--- src/rtl/rsd_pkg.sv ---
package rsd_pkg;
  // Per-cycle action that the classifier hands to the run counter
  typedef enum logic [1:0] {
    KIND_IDLE   = 2'd0,  // nothing that touches the run
    KIND_RESET  = 2'd1,  // advance the run
    KIND_STATUS = 2'd2,  // seen but ignored
    KIND_CLEAR  = 2'd3   // run broken
  } sym_kind_e;
endpackage

--- src/rtl/rsd_classify.sv ---
module rsd_classify
  import rsd_pkg::*;
#(
  parameter int CODE_W = 3,
  parameter logic [CODE_W-1:0] RESET_CODE  = 3'b001,
  parameter logic [CODE_W-1:0] STATUS_CODE = 3'b010
) (
  input  logic              sym_valid,
  input  logic [CODE_W-1:0] sym_code,
  input  logic              pkt_start,
  input  logic              enable,
  output sym_kind_e         kind
);
  always_comb begin
    if (!enable || pkt_start) begin
      kind = KIND_CLEAR;
    end else if (!sym_valid) begin
      kind = KIND_IDLE;
    end else if (sym_code == RESET_CODE) begin
      kind = KIND_RESET;
    end else if (sym_code == STATUS_CODE) begin
      kind = KIND_STATUS;
    end else begin
      kind = KIND_CLEAR;
    end
  end
endmodule

--- src/rtl/rsd_run_counter.sv ---
module rsd_run_counter
  import rsd_pkg::*;
#(
  parameter int RUN_LEN = 4,
  localparam int CNT_W  = $clog2(RUN_LEN + 1)
) (
  input  logic             clk,
  input  logic             rst,
  input  sym_kind_e        kind,
  output logic [CNT_W-1:0] count,
  output logic             run_done
);
  localparam logic [CNT_W-1:0] LAST = CNT_W'(RUN_LEN - 1);

  assign run_done = (kind == KIND_RESET) && (count == LAST);

  always_ff @(posedge clk) begin
    if (rst) begin
      count <= '0;
    end else begin
      unique case (kind)
        KIND_CLEAR: count <= '0;
        KIND_RESET: count <= run_done ? '0 : count + 1'b1;
        default:    count <= count;
      endcase
    end
  end
endmodule

--- src/rtl/rsd_pulse_reg.sv ---
module rsd_pulse_reg (
  input  logic clk,
  input  logic rst,
  input  logic fire,
  output logic pulse
);
  always_ff @(posedge clk) begin
    if (rst) pulse <= 1'b0;
    else     pulse <= fire;
  end
endmodule

--- src/rtl/reset_symbol_detector.sv ---
module reset_symbol_detector
  import rsd_pkg::*;
#(
  parameter int RUN_LEN = 4,
  parameter int CODE_W  = 3,
  parameter logic [CODE_W-1:0] RESET_CODE  = 3'b001,
  parameter logic [CODE_W-1:0] STATUS_CODE = 3'b010
) (
  input  logic              clk,
  input  logic              rst,
  input  logic              sym_valid,
  input  logic [CODE_W-1:0] sym_code,
  input  logic              pkt_start,
  input  logic              self_rst_en,
  output logic              rst_req
);
  localparam int CNT_W = $clog2(RUN_LEN + 1);

  sym_kind_e        kind;
  logic [CNT_W-1:0] run_count;
  logic             run_done;

  rsd_classify #(
    .CODE_W(CODE_W), .RESET_CODE(RESET_CODE), .STATUS_CODE(STATUS_CODE)
  ) u_classify (
    .sym_valid(sym_valid), .sym_code(sym_code), .pkt_start(pkt_start),
    .enable(self_rst_en), .kind(kind)
  );

  rsd_run_counter #(.RUN_LEN(RUN_LEN)) u_count (
    .clk(clk), .rst(rst), .kind(kind), .count(run_count), .run_done(run_done)
  );

  rsd_pulse_reg u_pulse (
    .clk(clk), .rst(rst), .fire(run_done), .pulse(rst_req)
  );
endmodule

--- config.mk ---
export PLATFORM = sky130hd
export DESIGN_NAME = reset_symbol_detector
export DESIGN_NICKNAME = d
export VERILOG_FILES = /design/src/rtl/rsd_pkg.sv /design/src/rtl/rsd_classify.sv /design/src/rtl/rsd_run_counter.sv /design/src/rtl/rsd_pulse_reg.sv /design/src/rtl/reset_symbol_detector.sv
export SDC_FILE = /design/constraint.sdc
export NUM_CORES = 1
export LEC_CHECK = 0
export CORE_AREA = 5 5 42 44
export CTS_CLUSTER_SIZE = 12
export DETAILED_ROUTE_END_ITERATION = 7
export DIE_AREA = 0 0 47 49
export GPL_ROUTABILITY_DRIVEN = 0
export GPL_TIMING_DRIVEN = 0
export SETUP_SLACK_MARGIN = 0.02
export SYNTH_ARGS = -nofsm -noshare
export SYNTH_HDL_FRONTEND = slang
export SYNTH_HIERARCHICAL = 1
export SYNTH_SLANG_ARGS = --single-unit
--- constraint.sdc ---
create_clock -name clk -period 2.5 [get_ports clk]
set_input_delay 0.5 -clock clk [delete_from_list [all_inputs] [get_ports clk]]
set_output_delay 0.5 -clock clk [all_outputs]
set_load 0.02 [all_outputs]
==> results.sh <==
export IMPL_core_um2=1400
export IMPL_initialDrtViolationCount=0
export IMPL_finalHoldViolCount=0
export IMPL_rsz0062_at_grt="false"
export IMPL_layout_common_cells="clkdlybuf4s50_1, dfxtp_1, clkbuf_4"
export IMPL_grt_total_usage_pct=4.72
export IMPL_die_height_um=49
export IMPL_die_area_um2=2300
export IMPL_cp_required_ns=2.64
export IMPL_synth_cell_types=15
export IMPL_tns_ns=0
export IMPL_via_per_inst=3.98
export IMPL_p_leak_nw=0.131
export IMPL_syn_inst=22
export IMPL_whs_path_depth=2
export IMPL_syn_to_final_growth_pct=57.6
export IMPL_cts_root_buffer="clkbuf_4"
export IMPL_syn_area_um2=213
export IMPL_final_common_cell="clkdlybuf4s50_1"
export IMPL_cp_cell_sequence="clkdlybuf4s50_1, nor3b_1, o21ai_1, or4b_1, o32ai_1"
export IMPL_hold_ws_ns=0.474
export IMPL_cts_tree="built"
export IMPL_drc=0
export IMPL_antenna_diode_count=0
export IMPL_min_period_ns=1.78
export IMPL_final_nets=44
export IMPL_yosysWarningCount=6
export IMPL_worstReg2RegStart="u_count/count[0]$_SDFFE_PP0P_"
export IMPL_syn_nets=31
export IMPL_wl_per_cell_um=8.55
export IMPL_worstMarginPinSlew_ns=0.359
export IMPL_endpoint_kind="flop"
export IMPL_slowest_delay_ns=0.46
export IMPL_holdCritStartpoint="u_count/count[1]$_SDFFE_PP0P_"
export IMPL_cts_setup_buffers=0
export IMPL_cts_buffers_inserted=3
export IMPL_post_place_ws_ns=0.453
export IMPL_cts_htree_levels=1
export IMPL_grt_max_degree=7
export IMPL_max_cap_viol_count=0
export IMPL_io_pins=9
export IMPL_cts_buffer_depth=2
export IMPL_die_width_um=47
export IMPL_finalWirelength_um=419
export IMPL_crit_slowest_cell="or4b_1"
export IMPL_grt_pass1_wl_um=703
export IMPL_syn_area_per_cell_um2=9.67
export IMPL_grt_pass1_vias=180
export IMPL_powerDensity_nw_per_um2=496
export IMPL_firstDrtPassIters=1
export IMPL_antenna_found_initial=0
export IMPL_min_to="u_count/count[1]$_SDFFE_PP0P_"
export IMPL_max_freq_ghz=0.560
export IMPL_slew_viol_final=0
export IMPL_worstSetupPathType="primary input to flop"
export IMPL_maxSlewHeadroom_pct=75.9
export IMPL_worst_ep_arrival_time_ns=1.93
export IMPL_crit_family="simple AND/OR/NAND/NOR gates"
export IMPL_finalCritPeriodShare_pct=71.4
export IMPL_crit_fanout=6
export IMPL_io_buffers=8
export IMPL_drive_above_1_share_pct=15.2
export IMPL_finalSetupViolCount=0
export IMPL_start_kind="primary input"
export IMPL_ctsHoldBuffers=0
export IMPL_r2r_slack_ns=1.45
export IMPL_critPathBufInv=1
export IMPL_r2r_end="u_pulse/pulse$_SDFF_PP0_"
export IMPL_fin_skew_ns=0.00697
export IMPL_yosysSeqAreaShare_pct=37.6
export IMPL_vdd_drop_max_mv=0.163
export IMPL_ant_nets=0
export IMPL_nFillCells=167
export IMPL_outcome="finished, final reports clean"
export IMPL_grt_overflow_total=0
export IMPL_ff2ff_path_depth=4
export IMPL_dp_hpwl_um=332
export IMPL_rows=14
export IMPL_ys_ff_latch=4
export IMPL_start_util_pct=15.2
export IMPL_path_clk_slew_ns=0.03
export IMPL_clock_sink_count=4
export IMPL_cts_resized_gates=0
export IMPL_hold_class="flop to flop"
export IMPL_vias=195
export IMPL_clkLatencyLatePin_ns=0.24
export IMPL_fin_ws_ns=0.716
-- per-layer routing --
metal  track usage, %  up-vias  part of all wire [%]
met2             4.98       13                    34
met1             5.27       80                    45
met3             6.64        0                    21
met4             1.38        0                     0
met5                0        -                     0
li1                 -      102                     -
-- worst min-delay path, cell delays in order, from the launching register on --
cell	delay (ns)
dfxtp_1	0.30
nand2b_1	0.07
a21oi_1	0.05
-- synthesized netlist by cell type --
cell type / count / area share (%)
a21oi_1: 1 / 2.4
and3b_1: 1 / 4.1
and3b_2: 1 / 4.7
dfxtp_1: 4 / 38
ha_1: 1 / 5.9
inv_1: 2 / 3.5
nand2b_1: 1 / 2.9
nand3b_1: 1 / 3.5
nor2b_1: 2 / 5.9
nor2b_4: 1 / 6.5
nor3b_1: 2 / 7.1
o21ai_0: 1 / 2.4
o21ai_1: 2 / 4.7
o32ai_1: 1 / 4.1
or4b_1: 1 / 4.7
-- how the worst max path moves through the flow --
stage                      from                       endpoint  slack (ns)  cells after the start
floorplan           sym_code[1]  u_count/count[0]$_SDFFE_PP0P_        1.03                      4
global placement    sym_code[1]  u_count/count[0]$_SDFFE_PP0P_        0.51                      5
detailed placement  sym_code[1]  u_count/count[0]$_SDFFE_PP0P_        0.45                      5
CTS                 sym_code[1]  u_count/count[0]$_SDFFE_PP0P_        0.69                      5
global route        sym_code[1]  u_count/count[0]$_SDFFE_PP0P_        0.56                      5
finish              sym_code[1]  u_count/count[0]$_SDFFE_PP0P_        0.72                      5
-- state kept, by name, summed over array words and instances (netlist names) --
| register | count |
|---|---|
| u_pulse/pulse | 1 |
| u_count/count | 3 |
-- where the power goes --
group          switching, mW  leakage, nW  internal (mW)
clock network         0.0277       0.0138         0.0538
logic                0.00648       0.0847         0.0131
registers           0.000401       0.0323         0.0648
total                 0.0346        0.131          0.132
-- cell families (layout without fill, tap and decap cells) --
| family | after synthesis | after routing | share of synthesized area [%] |
|---|---|---|---|
| flip-flops | 4 | 4 | 37.6 |
| buffers and inverters | 2 | 13 | 3.53 |
| AO/OA/AOI/OAI | 5 | 5 | 13.5 |
| adder cells (fa/ha/maj) | 1 | 1 | 5.88 |
| AND/OR/NAND/NOR | 10 | 10 | 39.4 |
-- stage by stage --
stage / power, mW / instances / utilization (%) / area [µm²]
6_report: 0.166 / 49 / 23.9 / 335
5_1_grt: 0.178 / 49 / 23.9 / 335
4_1_cts: 0.170 / 49 / 23.9 / 335
3_5_place_dp: 0.0861 / 46 / 22.3 / 313
3_3_place_gp: 0.0855 / 46 / 22.3 / 313
2_1_floorplan: 0.0722 / 22 / - / 213
-- final cells by class --
cell class | instances | area (µm²) | share of cell area [%]
flip-flops and latches | 4 | 80.1 | 23.9
repair buffers | 8 | 80.1 | 23.9
clock buffers | 3 | 22.5 | 6.72
multi-input cells | 16 | 125 | 37.3
well taps | 16 | 20.0 | 5.97
inverters | 2 | 7.51 | 2.24
(Power assumes the default switching activity.)
